===== src/rtl/mts_pkg.sv =====
`timescale 1ns/1ps
package mts_pkg;

  typedef enum logic [2:0] {
    ST_IDLE,
    ST_SETTLE,
    ST_WAIT,
    ST_CHECK,
    ST_REQ,
    ST_STREAM
  } mts_state_e;

  // Sum of the two 16-bit halves of a network-order word, each half byte-swapped.
  function automatic logic [31:0] fold_word(input logic [31:0] w);
    return {16'h0000, w[23:16], w[31:24]} + {16'h0000, w[7:0], w[15:8]};
  endfunction

  // Keeps the first nbytes bytes (from bit 31 downward) of a word.
  function automatic logic [31:0] keep_mask(input int unsigned nbytes);
    logic [31:0] m;
    m = '0;
    for (int k = 0; k < 4; k++) begin
      if (k < int'(nbytes)) m = m | (32'hFF00_0000 >> (8 * k));
    end
    return m;
  endfunction

endpackage


===== src/rtl/mts_rst_sync.sv =====
`timescale 1ns/1ps
module mts_rst_sync (
  input  logic clk,
  input  logic arst_n,
  output logic rst_n_sync
);
  logic stage_q;
  logic out_q;

  always_ff @(posedge clk or negedge arst_n) begin
    if (!arst_n) begin
      stage_q <= 1'b0;
      out_q   <= 1'b0;
    end else begin
      stage_q <= 1'b1;
      out_q   <= stage_q;
    end
  end

  assign rst_n_sync = out_q;
endmodule


===== src/rtl/mts_trig_detect.sv =====
`timescale 1ns/1ps
module mts_trig_detect #(
  parameter int unsigned MATCH_BYTES = 4
) (
  input  logic        rx_vld,
  input  logic        rx_sof,
  input  logic [31:0] rx_data,
  output logic        hit
);
  logic [MATCH_BYTES-1:0] byte_ok;

  for (genvar b = 0; b < MATCH_BYTES; b++) begin : g_byte
    assign byte_ok[b] = (rx_data[31-8*b -: 8] == 8'hFF);
  end

  assign hit = rx_vld & rx_sof & (&byte_ok);
endmodule


===== src/rtl/mts_payload_gen.sv =====
`timescale 1ns/1ps
module mts_payload_gen
  import mts_pkg::*;
#(
  parameter int unsigned NW         = 4,
  parameter int unsigned LAST_BYTES = 3,
  parameter logic [31:0] BASE       = 32'hC3A5_1E00,
  parameter logic [31:0] STEP       = 32'h0101_0203
) (
  input  logic [15:0]      seq,
  output logic [NW*32-1:0] words
);
  localparam logic [31:0] LAST_MASK = keep_mask(LAST_BYTES);

  logic [31:0] raw [NW];

  for (genvar i = 0; i < NW; i++) begin : g_word
    if (i == 0) begin : g_live
      assign raw[i] = {BASE[31:16], seq};
    end else begin : g_const
      localparam logic [31:0] CONST_W = BASE + STEP * 32'(i);
      assign raw[i] = CONST_W;
    end
    if (i == NW - 1) begin : g_tail
      assign words[i*32 +: 32] = raw[i] & LAST_MASK;
    end else begin : g_body
      assign words[i*32 +: 32] = raw[i];
    end
  end
endmodule


===== src/rtl/mts_csum_tree.sv =====
`timescale 1ns/1ps
module mts_csum_tree
  import mts_pkg::*;
#(
  parameter int unsigned NW = 4
) (
  input  logic             clk,
  input  logic             rst_n,
  input  logic             start,
  input  logic [NW*32-1:0] words,
  output logic [31:0]      csum
);
  localparam int unsigned LVLS   = (NW > 1) ? $clog2(NW) : 1;
  localparam int unsigned LEAVES = 1 << LVLS;

  logic [31:0]     leaf [LEAVES];
  logic [31:0]     node [LVLS+1][LEAVES];
  logic [LVLS-1:0] busy_q;
  logic            en;

  for (genvar j = 0; j < LEAVES; j++) begin : g_leaf
    if (j < NW) begin : g_used
      assign leaf[j] = fold_word(words[j*32 +: 32]);
    end else begin : g_pad
      assign leaf[j] = '0;
    end
  end

  assign en = start | (|busy_q);

  always_ff @(posedge clk or negedge rst_n) begin
    if (!rst_n) begin
      busy_q <= '0;
      for (int l = 0; l <= LVLS; l++) begin
        for (int j = 0; j < LEAVES; j++) node[l][j] <= '0;
      end
    end else if (en) begin
      busy_q <= (busy_q << 1) | LVLS'(start);
      for (int j = 0; j < LEAVES; j++) node[0][j] <= leaf[j];
      for (int l = 1; l <= LVLS; l++) begin
        for (int j = 0; j < (LEAVES >> l); j++) begin
          node[l][j] <= node[l-1][2*j] + node[l-1][2*j+1];
        end
      end
    end
  end

  assign csum = node[LVLS][0];
endmodule


===== src/rtl/mts_sequencer.sv =====
`timescale 1ns/1ps
module mts_sequencer
  import mts_pkg::*;
#(
  parameter int unsigned NW    = 4,
  parameter int unsigned IDX_W = (NW > 1) ? $clog2(NW) : 1
) (
  input  logic             clk,
  input  logic             rst_n,
  input  logic             hit,
  input  logic             mode_win,
  input  logic             win_ok,
  input  logic             tx_ack,
  output logic             launch,
  output logic             in_req,
  output logic             in_stream,
  output logic             last_word,
  output logic [IDX_W-1:0] idx
);
  localparam logic [IDX_W-1:0] LAST_IDX = IDX_W'(NW - 1);

  mts_state_e       state_q, state_d;
  logic [IDX_W-1:0] idx_q, idx_d;
  logic             idx_en;

  always_comb begin
    state_d = state_q;
    idx_d   = idx_q;
    idx_en  = 1'b0;
    unique case (state_q)
      ST_IDLE:   if (hit) state_d = ST_SETTLE;
      ST_SETTLE: state_d = mode_win ? ST_WAIT : ST_REQ;
      ST_WAIT:   state_d = ST_CHECK;
      ST_CHECK:  if (win_ok) state_d = ST_REQ;
      ST_REQ: begin
        if (tx_ack) begin
          state_d = ST_STREAM;
          idx_d   = '0;
          idx_en  = 1'b1;
        end
      end
      ST_STREAM: begin
        if (idx_q == LAST_IDX) begin
          state_d = ST_IDLE;
        end else begin
          idx_d  = idx_q + 1'b1;
          idx_en = 1'b1;
        end
      end
      default: state_d = ST_IDLE;
    endcase
  end

  always_ff @(posedge clk or negedge rst_n) begin
    if (!rst_n) begin
      state_q <= ST_IDLE;
      idx_q   <= '0;
    end else begin
      state_q <= state_d;
      if (idx_en) idx_q <= idx_d;
    end
  end

  assign launch    = (state_q == ST_IDLE) & hit;
  assign in_req    = (state_q == ST_REQ);
  assign in_stream = (state_q == ST_STREAM);
  assign last_word = in_stream & (idx_q == LAST_IDX);
  assign idx       = idx_q;
endmodule


===== src/rtl/mac_trig_tcp_sender.sv =====
`timescale 1ns/1ps
module mac_trig_tcp_sender
  import mts_pkg::*;
#(
  parameter int unsigned NW         = 4,
  parameter int unsigned LAST_BYTES = 3,
  parameter logic [15:0] CONN_ID    = 16'h0042,
  parameter logic [31:0] BASE       = 32'hC3A5_1E00,
  parameter logic [31:0] STEP       = 32'h0101_0203
) (
  input  logic        clk,
  input  logic        rst_n,
  input  logic        rx_vld,
  input  logic        rx_sof,
  input  logic [31:0] rx_data,
  input  logic        mode_win,
  input  logic        win_ok,
  input  logic        tx_ack,
  output logic        tx_sof,
  output logic        tx_eof,
  output logic [1:0]  tx_len,
  output logic [31:0] tx_data,
  output logic [15:0] pay_conn_id,
  output logic [15:0] pay_len,
  output logic [31:0] pay_csum
);
  localparam int unsigned IDX_W     = (NW > 1) ? $clog2(NW) : 1;
  localparam logic [15:0] PAY_BYTES = 16'((NW - 1) * 4 + LAST_BYTES);
  localparam logic [1:0]  LEN_CODE  = 2'(LAST_BYTES % 4);

  logic             rst_n_i;
  logic             hit;
  logic             launch;
  logic             in_req;
  logic             in_stream;
  logic             last_word;
  logic [IDX_W-1:0] idx;
  logic [15:0]      seq_cnt_q;
  logic [15:0]      seq_hold_q;
  logic [15:0]      conn_q;
  logic [15:0]      len_q;
  logic             start_q;
  logic [NW*32-1:0] words;
  logic [31:0]      word_arr [NW];

  mts_rst_sync u_rst (
    .clk        (clk),
    .arst_n     (rst_n),
    .rst_n_sync (rst_n_i)
  );

  mts_trig_detect #(.MATCH_BYTES(4)) u_trig (
    .rx_vld  (rx_vld),
    .rx_sof  (rx_sof),
    .rx_data (rx_data),
    .hit     (hit)
  );

  mts_sequencer #(.NW(NW), .IDX_W(IDX_W)) u_seq (
    .clk       (clk),
    .rst_n     (rst_n_i),
    .hit       (hit),
    .mode_win  (mode_win),
    .win_ok    (win_ok),
    .tx_ack    (tx_ack),
    .launch    (launch),
    .in_req    (in_req),
    .in_stream (in_stream),
    .last_word (last_word),
    .idx       (idx)
  );

  // Metadata and sequence registers, all enabled by an accepted trigger.
  always_ff @(posedge clk or negedge rst_n_i) begin
    if (!rst_n_i) begin
      seq_cnt_q  <= '0;
      seq_hold_q <= '0;
      conn_q     <= '0;
      len_q      <= '0;
      start_q    <= 1'b0;
    end else begin
      start_q <= launch;
      if (launch) begin
        seq_cnt_q  <= seq_cnt_q + 16'd1;
        seq_hold_q <= seq_cnt_q;
        conn_q     <= CONN_ID;
        len_q      <= PAY_BYTES;
      end
    end
  end

  mts_payload_gen #(
    .NW(NW), .LAST_BYTES(LAST_BYTES), .BASE(BASE), .STEP(STEP)
  ) u_pay (
    .seq   (seq_hold_q),
    .words (words)
  );

  mts_csum_tree #(.NW(NW)) u_csum (
    .clk   (clk),
    .rst_n (rst_n_i),
    .start (start_q),
    .words (words),
    .csum  (pay_csum)
  );

  for (genvar i = 0; i < NW; i++) begin : g_arr
    assign word_arr[i] = words[i*32 +: 32];
  end

  assign tx_sof      = in_req;
  assign tx_eof      = last_word | (in_req & (NW == 1));
  assign tx_len      = (in_req | in_stream) ? LEN_CODE : 2'b00;
  assign tx_data     = in_stream ? word_arr[idx] : 32'h0;
  assign pay_conn_id = conn_q;
  assign pay_len     = len_q;
endmodule


===== config.mk =====
export PLATFORM = sky130hd
export DESIGN_NAME = mac_trig_tcp_sender
export DESIGN_NICKNAME = d
export VERILOG_FILES = /design/src/rtl/mts_pkg.sv /design/src/rtl/mts_rst_sync.sv /design/src/rtl/mts_trig_detect.sv /design/src/rtl/mts_payload_gen.sv /design/src/rtl/mts_csum_tree.sv /design/src/rtl/mts_sequencer.sv /design/src/rtl/mac_trig_tcp_sender.sv
export SDC_FILE = /design/constraint.sdc
export NUM_CORES = 1
export LEC_CHECK = 0
export ABC_CLOCK_PERIOD_IN_PS = 4200
export BUFFER_PORTS_ARGS = -buffer_cell sky130_fd_sc_hd__clkbuf_2
export CAP_MARGIN = 20
export CORE_MARGIN = 5
export CORE_UTILIZATION = 50
export CTS_CLUSTER_DIAMETER = 80
export CTS_CLUSTER_SIZE = 14
export DETAILED_ROUTE_END_ITERATION = 10
export HOLD_SLACK_MARGIN = 0.08
export PLACE_DENSITY = 0.72
export RECOVER_POWER = 100
export SYNTH_ARGS = -nofsm -noshare
export SYNTH_HDL_FRONTEND = slang
export SYNTH_SLANG_ARGS = --single-unit

===== constraint.sdc =====
create_clock -name clk -period 4.2 [get_ports clk]
set_clock_uncertainty 0.05 [all_clocks]
set_input_delay 0.84 -clock clk [delete_from_list [all_inputs] [get_ports clk]]
set_output_delay 0.84 -clock clk [all_outputs]
set_load 0.02 [all_outputs]

Word-level counts from Yosys, hierarchy flattened:

Cells that the tools add are included.

* logic and storage cells: 69
* register bits: 174
* bits of input ports: 39
* output and inout port bits: 100

* reduce and logical (&&, ||, !) cells: 6
* $lt $le $gt $ge: 1
* bitwise gates (word level): 8
* multiplexer cells: 17
* $add $sub $neg: 6
* equal/unequal tests: 15

Operators by type and width (count)
* $mux W32: 3
* $bmux W32 S2: 1
* $add A32 B16 Y32: 1
* $add A32 B32 Y32: 1
* $eq A8 B8 Y1 const B: 4
* $pmux W3 S6: 1
* $add A16 B16 Y17: 1
* $add A16 B16 Y17 const A: 1
* $add A16 B1 Y16 const B: 1
* $mux W3: 5
* $reduce_and A4 Y1: 3
* $eq A3 B2 Y1 const B: 2
* $eq A3 B3 Y1 const B: 2
* $mux W2: 3
* $ne A2 B2 Y1 const B: 3
* $and A1 B1 Y1: 4
* $ne A2 B1 Y1 const B: 2
* $pmux W2 S2: 1
* $eq A3 B1 Y1 const B: 1
* $ge A3 B3 Y1 const B: 1
* $logic_not A3 Y1: 1
* $not A2 Y3: 1
* $add A2 B1 Y2 const B: 1
* $eq A2 B2 Y1 const B: 1
* 6 further kinds: 8

Logic depth before layout (Yosys ltp):

Gate-level depths: netlist (run 1).

* depth after elaboration: 5
* depth in mapped cells: 7
* gate-level depth less buffers: 7

By module:

Synthesis (run 1) repeated with hierarchy kept, for this count alone.

* cells, all modules: 1504
* area total of the unflattened synthesis: 13852.0 µm²

Modules (own cells, without submodules)
* mts_csum_tree: seq. area each 3128.0 µm², cells each 1124, area each 9804.4 µm², times used 1
* mac_trig_tcp_sender: seq. area each 850.8 µm², cells each 200, area each 2588.7 µm², times used 1
* mts_payload_gen: seq. area each 0.0 µm², cells each 130, area each 968.4 µm², times used 1
* mts_sequencer: seq. area each 125.1 µm², cells each 35, area each 356.6 µm², times used 1
* mts_trig_detect: seq. area each 0.0 µm², cells each 12, area each 80.1 µm², times used 1
* mts_rst_sync: seq. area each 50.0 µm², cells each 3, area each 53.8 µm², times used 1

Worst setup path before layout (run 1):

No wires, ideal clock.

* kind: register to output
* start point: reg u_seq.state_q[1]
* end point: out tx_data[8]
* buffers on the path: 1
* required time: 3.310 ns
* cell stages (with the launch flop): 6
* arrival: 1.811 ns
* path slack: 1.499 ns
* cells stage by stage: dfrtp_1 > nand2b_1 > inv_1 > nand2_1 > clkbuf_1 > nor4_1

* cells in the longest elaborated chain, start to end: 2

Ends and longest elaborated chain
* start, declared: line mts_sequencer.sv:22 `mts_state_e state_q, state_d;`
* start signal, assigned: line mts_sequencer.sv:59 `state_q <= state_d;`
* $eq A3 B3 Y1: line mts_sequencer.sv:66 `assign in_stream = (state_q == ST_STREAM);`
* $mux W32: line mac_trig_tcp_sender.sv:114 `assign tx_data = in_stream ? word_arr[idx] : 32'h0;`
* end, declared: line mac_trig_tcp_sender.sv:22 `output logic [31:0] tx_data,`

Every way passes these cells.

Worst setup path in the final report (run 1):

* start point: reg u_seq.state_q[1]
* end point: out tx_data[11]

Same word-level chain as after synthesis.

==> results of run 1 <==
==> logic make-up (layout without fill, tap and decap cells) <==
group                      Yosys count  count (layout)  synth area share, %
and+or+nand+nor                    271             271                 22.6
buffers and inverters              126             135                 13.0
AOI/OAI and AO/OA                  123             123                 12.8
DFF                                 99              99                 39.9
xor gates and xnor gates            42              42                 5.92
adders and majority gates           23              23                 4.63
muxes                                6               6                 1.07
other                                2              45                0.121
==> how the worst min path moves through the flow <==
stage / endpoint / cells after the start
2_1_floorplan: u_rst.rst_n_sync / 0
3_3_place_gp: u_rst.rst_n_sync / 0
3_5_place_dp: u_rst.rst_n_sync / 0
4_1_cts: u_rst.rst_n_sync / 1
5_1_grt: u_rst.rst_n_sync / 1
6_report: u_rst.rst_n_sync / 1
==> power by group <==
group	internal (W)	leakage, nW	total (W)	switching [W]
clock network	0.000405	0.127	0.000760	0.000355
registers	0.000973	1.35	0.00104	0.0000618
logic	0.000141	1.69	0.000506	0.000365
==> area by class of cell <==
| class | count | share of cell area (%) |
|---|---|---|
| timing repair buffer | 99 | 6.62 |
| clock buffer | 11 | 3.60 |
| inverter | 20 | 1.16 |
| tap | 168 | 3.25 |
| clock inverter | 5 | 0.581 |
| multi-input combinational | 510 | 46.4 |
| sequential | 99 | 38.3 |
==> cell usage in the layout, fill, tap and decap left out, types with 5 or more instances in the layout <==
cell and instances:
nand2_1 99, dfrtp_1 99, clkbuf_1 56, nor2_1 50
conb_1 45, clkbuf_2 45, a21oi_1 35, o21ai_0 30
nand4_1 23, xnor2_1 23, ha_1 23, nand3_1 21
inv_1 20, xor2_1 19, nor3_1 18, a31oi_1 14
nor4_1 11, clkbuf_16 9, and2_0 8, or3_1 6
nand2b_1 5, a211oi_1 5, or4_1 5, nand3b_1 5
==> flip-flops by register name, indices dropped and copies added, names as in the netlist <==
name,count
u_csum.busy_q,2
u_seq.state_q,3
u_csum.node,37
start_q,1
u_rst.rst_n_sync,1
pay_len,1
u_seq.idx,2
u_csum.csum,19
seq_hold_q,16
seq_cnt_q,16
u_rst.stage_q,1
==> layer usage <==
metal  global-route usage (%)  share of wire (%)  vias up
li1                         -                  -     2390
met1                     20.4                 43     2261
met2                     30.9                 50      132
met3                     4.71                5.2       18
met4                     5.04                1.5        0
met5                        0                  0        -
==> stage by stage <==
stage / total power [W] / setup slack [ns]
6_report: 0.00230 / 0.678
5_1_grt: 0.00242 / 0.388
4_1_cts: 0.00235 / 0.640
3_5_place_dp: 0.00159 / 1.02
3_3_place_gp: 0.00158 / 1.18
2_1_floorplan: 0.00149 / 1.19
==> summary.txt, run 1 <==
Drt
  – Vias: 4,801
  – Routed Antenna Nets: 0
  – Drt wl/cell: 13.8 microns
  – Drt total wl: 12,600 microns
  – # DRC: 0
  – First-pass DRT Iterations: 4
  – Vias per cell: 5.26
  – Initial DRC Count: 232

Yosys
  – FFs w/ async S/R, synth: 100%
  – Top_reg_cell synth: dfrtp_1
  – Unique masters post-synth: 68
  – Syn. warnings: 0
  – Post-Synthesis Cells: 692
  – Post-synth EDFFs: 0
  – Post-synth top cells: 99 x dfrtp_1, 99 x nand2_1, 76 x buf_4
  – Post-synth top area share: 39.9%
  – Cell taking the most area after synthesis: dfrtp_1
  – Seq/Total Area, Yosys: 39.9%
  – Post-Syn Area: 6210 sq um
  – Mean Syn Cell Area: 8.97 sq um
  – Synth area leaders: dfrtp_1 40%, buf_4 9.2%, nand2_1 6.0%
  – Seq cells post-synth: 99

CTS
  – CTS tree: yes
  – Worst-Skew Late Latency: 0.35 ns
  – Clock root cell: clkbuf_16
  – Clk pin slew, worst setup/hold paths: 0.07 ns
  – CTS sink cnt: 99
  – H-Tree Depth: 3
  – CTS Buf Count: 9
  – Cts repair resizes: 0
  – Cts hold-fix bufs: 0
  – Clock Path Buffers: 2
  – Post-CTS Setup Inserts: 0

Placement
  – PortBufs: 94
  – Inst Count DP: 896
  – DP Area: 6370 sq um
  – Final HPWL DP: 9500 microns
  – GPL Wtd Cong: 0.846

Global routing
  – Grt total ovfl: 0
  – Pin count of the biggest net entering global routing: 58
  – First-pass GRT wire length: 21,100 microns
  – Vias in the first global route: 4,670
  – Initial antenna violation count: 0
  – All-Layer GR Usage: 17.4%

Critical path
  – Critical-path maximum fanout: 14
  – WS Path Type: reg2out
  – Cells on worst reg2reg path: 5
  – Worst Setup End Kind: output pin
  – Buf/Inv on CP: 2
  – Setup crit end: tx_data[11]
  – Worst setup SP type: flip-flop
  – Reg2Reg Launch Point: u_csum.busy_q[0]
  – Max incr delay on CP: 0.79 ns
  – CP top delay family: simple AND/OR/NAND/NOR gates
  – Arrival @ worst endpoint: 2.63 ns
  – Critical-path cell list: nand2b_1, inv_1, nand2_1, nor3_1, and2_0, clkbuf_2
  – R2r setup slk: 0.81 ns
  – Slowest CP cell: nor3_1
  – Data required time of the critical path: 3.31 ns
  – WP depth: 6
  – End of the worst register-to-register path: u_csum.node[236]
  – Origin of the worst setup path: u_seq.state_q[1]

Outcome
  – Failing checks: max-capacitance violations, max-slew violations
  – Outcome: complete, but fails checks

Final layout
  – Post-route cell area: 6460 sq um
  – Layout Cells excl Fill: 912
  – FILL cells: 1,157
  – Seq. cell area: 2480 sq um
  – Layout area overhead: 4.05%
  – Final nets: 801
  – Area taken by multi-input logic gates: 3000 sq um
  – # diodes: 0
  – Post-layout util: 53.3%
  – Layout cells sized above 1: 9.54%

STA
  – Final Critical Period: 3.52 ns
  – # setup viols final: 0
  – Worst-Margin Slew: 2.18 ns
  – Hold slack: 0.206 ns
  – Period utilization: 83.9%
  – Fmax: 0.284 GHz
  – RSZ-0062 raised after global routing: false
  – Final setup TNS: 0 ns
  – Final Hold Viols: 0
  – Max_slew headroom: -46.8%
  – Slew Viols, Final: 131

Job
  – Max_cap viols: 3

Floorplanning
  – Core Rows: 40
  – Initial Util: 51.3%
  – Core area: 12,100 sq um
  – # IOs: 139
  – Die footprint: 14,700 sq um
  – Die Y: 121 microns
  – Die width: 121 microns

Pwr
  – Leakage: 3.16 nW
  – Pwr/cell area: 356 nW/um^2
  – Maximum VDD drop: 0.225 mV

Hold path
  – Worst hold path class: in2async
No activity file was read; power rests on OpenSTA's default activity.
==> inputs of run 2 (changes only) <==
ABC_AREA = 1   (was default)
ABC_CLOCK_PERIOD_IN_PS = 2850   (was 4200)
PLACE_DENSITY = 0.74   (was 0.72)
clock period = 2.85 ns   (was 4.2 ns; I/O delays follow)
==> summary.txt, run 2 <==
Pwr
  – Maximum VDD drop: 0.321 mV (+43%)
  – Leakage: 3.72 nW (+18%)
  – Tot Pwr: 0.00318 W (+38%)
  – Pwr/cell area: 442 nW/um^2 (+24%)

Floorplanning
  – Die footprint: 15,900 sq um (+8.1%)
  – Core area: 13,200 sq um (+9.3%)
  – Die width: 126 microns (+3.9%)
  – Die Y: 126 microns (+3.9%)
  – Core Rows: 42 (+5.0%)
  – Initial Util: 51.0% (-0.26 points)
  – # IOs: 139 (unchanged)

Yosys
  – Main combinational cell family by area after synthesis: simple AND/OR/NAND/NOR gates
  – Post-synth top area share: 36.7% (-3.2 points)
  – Synth Area in Compound Gates: 7.71% (-5.1 points)
  – FFs w/ async S/R, synth: 100% (unchanged)
  – Post-synthesis mux area share: 0% (-1.1 points)
  – Post-synthesis xor/xnor area fraction: 4.02% (-1.9 points)
  – Top_reg_cell synth: dfrtp_1
  – Simple-Gate Fraction of Synth Area: 31.9% (+9.3 points)
  – Post-Synthesis Cells: 943 (+36%)
  – Unique masters post-synth: 39 (-43%)
  – Post-synth top cells: 294 x nand2_1, 99 x dfrtp_1, 89 x inv_1
  – Post-Syn Area: 6760 sq um (+8.8%)
  – Seq/Total Area, Yosys: 36.7% (-3.2 points)
  – Cell with the most instances after synthesis: nand2_1
  – Seq cells post-synth: 99 (unchanged)
  – Syn. warnings: 0 (unchanged)
  – Post-Synth Adder-Cell Area: 4.26% (-0.37 points)
  – Post-synth EDFFs: 0 (unchanged)
  – Mean Syn Cell Area: 7.16 sq um (-20%)
  – Synth area leaders: dfrtp_1 37%, nand2_1 16%, buf_4 8.3%
  – Cell taking the most area after synthesis: dfrtp_1

Placement
  – GPL Wtd Cong: 0.881 (+4.1%)
  – Final HPWL DP: 11,200 microns (+17%)
  – PortBufs: 94 (unchanged)

Drt
  – Vias: 5,802 (+21%)
  – Drt total wl: 14,700 microns (+16%)
  – Vias per cell: 4.90 (-6.8%)
  – # DRC: 0 (unchanged)
  – Routed Antenna Nets: 0 (unchanged)
  – Drt wl/cell: 12.4 microns (-10%)
  – Initial DRC Count: 416 (+79%)
  – First-pass DRT Iterations: 5 (+1)

Critical path
  – Worst setup SP type: flip-flop
  – Worst Setup End Kind: output pin
  – Cells on worst reg2reg path: 6 (+1)
  – Slowest CP cell: dfrtp_1
  – Critical-path cell list: nor2_1, clkinvlp_4, nor3_1, clkbuf_2
  – WS Path Type: reg2out
  – Data required time of the critical path: 2.23 ns (-1.08 ns)
  – Arrival @ worst endpoint: 2.01 ns (-0.62 ns)
  – Max incr delay on CP: 0.42 ns (-0.37 ns)
  – Critical-path maximum fanout: 9 (-5)

STA
  – Period utilization: 92.2%
  – # setup viols final: 0 (unchanged)
  – Final Critical Period: 2.63 ns
  – Final Hold Viols: 0 (unchanged)
  – Final setup TNS: 0 ns (unchanged)
  – Max_slew headroom: -7.27% (+40 points)
  – Fmax: 0.381 GHz
  – Slew Viols, Final: 40 (-69%)
  – Worst-Margin Slew: 1.61 ns (-0.576 ns)
  – RSZ-0062 raised after global routing: false

Final layout
  – FILL cells: 1,342 (+16%)
  – Commonest non-fill, non-tap cell in the layout: nand2_1
  – Final nets: 1,064 (+33%)
  – Seq. cell area: 2480 sq um (unchanged)
  – Commonest non-fill, non-tap cells in the layout: 295 x nand2_1, 99 x dfrtp_1, 91 x inv_1
  – Area taken by multi-input logic gates: 3360 sq um (+12%)
  – # diodes: 0 (unchanged)
  – Most flops, register: u_csum.node
  – Layout area overhead: 6.56%
  – Largest register FFs: 37 (unchanged)
  – Layout cells sized above 1: 7.65% (-1.9 points)

Hold path
  – Worst hold path class: reg2reg
  – WHS Path Cells: 0

Global routing
  – Initial antenna violation count: 0 (unchanged)
  – Vias in the first global route: 5,596 (+20%)
  – First-pass GRT wire length: 24,900 microns (+18%)
  – Grt total ovfl: 0 (unchanged)
  – Pin count of the biggest net entering global routing: 70 (+21%)
  – All-Layer GR Usage: 18.7% (+1.4 points)

CTS
  – Clock Path Buffers: 2 (unchanged)
  – CTS Buf Count: 9 (unchanged)
  – CTS tree: yes
  – Clock root cell: clkbuf_16
  – Worst-Skew Late Latency: 0.36 ns (about the same)
  – Clk pin slew, worst setup/hold paths: 0.07 ns (about the same)
  – H-Tree Depth: 3 (unchanged)
  – Post-CTS Setup Inserts: 0 (unchanged)
  – CTS sink cnt: 99 (unchanged)

Job
  – Max_cap viols: 1 (-2)

Outcome
  – Outcome: complete, but fails checks
  – Failing checks: max-capacitance violations, max-slew violations
## run 2: cell count changes after synthesis, sizes merged, moves of 10 or more
cell,change
nor4,-10
nand2,+195
a21oi,-15
nor3,+10
xnor2,-14
inv,+74
o21ai,+32
a31oi,-10
nor2,+21
nand3,+56
## run 2: logic make-up after synthesis
family,Yosys count
AO/OA/AOI/OAI,96
XOR/XNOR,31
adder cells (fa/ha/maj),23
buffers and inverters,191
flip-flops,99
other,2
AND/OR/NAND/NOR,501
## run 2: stage by stage
step / cell area [sq um] / hold slack [ns] / utilization [%] / setup WS, ns / cells
4_1_cts: 7320 / 0.289 / 55.2 / 0.155 / 1183
2_1_floorplan: 6920 / 0.224 / - / 0.473 / 986
5_1_grt: 7200 / 0.296 / 54.4 / 0.0347 / 1183
3_5_place_dp: 7000 / 0.282 / 52.8 / 0.546 / 1166
6_report: 7200 / 0.292 / 54.4 / 0.224 / 1183
3_3_place_gp: 7000 / 0.278 / 52.8 / 0.666 / 1166
## run 2: power breakdown
part	switching (W)	internal, W
clock	0.000552	0.000712
sequential	0.0000470	0.00143
combinational	0.000333	0.000104
## run 2: worst paths after layout
kind,start,endpoint,slack [ns]
min,u_rst.stage_q,u_rst.rst_n_sync,0.29
max in group asynchronous,u_rst.rst_n_sync,seq_cnt_q[14],1.10
min in group asynchronous,rst_n,u_rst.rst_n_sync,0.47
min reg2reg,u_rst.stage_q,u_rst.rst_n_sync,0.29
max,u_seq.idx[1],tx_data[4],0.22
max reg2reg,u_seq.state_q[0],seq_cnt_q[9],0.39
## run 2: final cells by class
type	count	area share [%]
inverters	95	5.02
clock inverters	6	0.991
multi-input cells	696	46.7
repair buffers	101	6.54
flip-flops and latches	99	34.4
well taps	176	3.06
clock buffers	10	3.32
## run 2: critical path: cells and delay by family, from the launching register on
family / cells / cell delay (ns)
simple gates: 2 / 0.65
buf+inv: 2 / 0.57
flops: 1 / 0.42
## run 2: metal layers
layer | part of all wire [%] | track usage (%) | vias up
li1 | - | - | 3023
met1 | 43 | 22.4 | 2641
met2 | 52 | 34.5 | 127
met3 | 4.3 | 3.94 | 11
met4 | 0.78 | 4.29 | 0
met5 | 0 | 0 | -
## run 2: what timing repair did
action,in CTS,in global routing
hold buffers,1,0
setup endpoints to repair,0,1
gates resized for setup,0,1
hold endpoints to repair,2,0
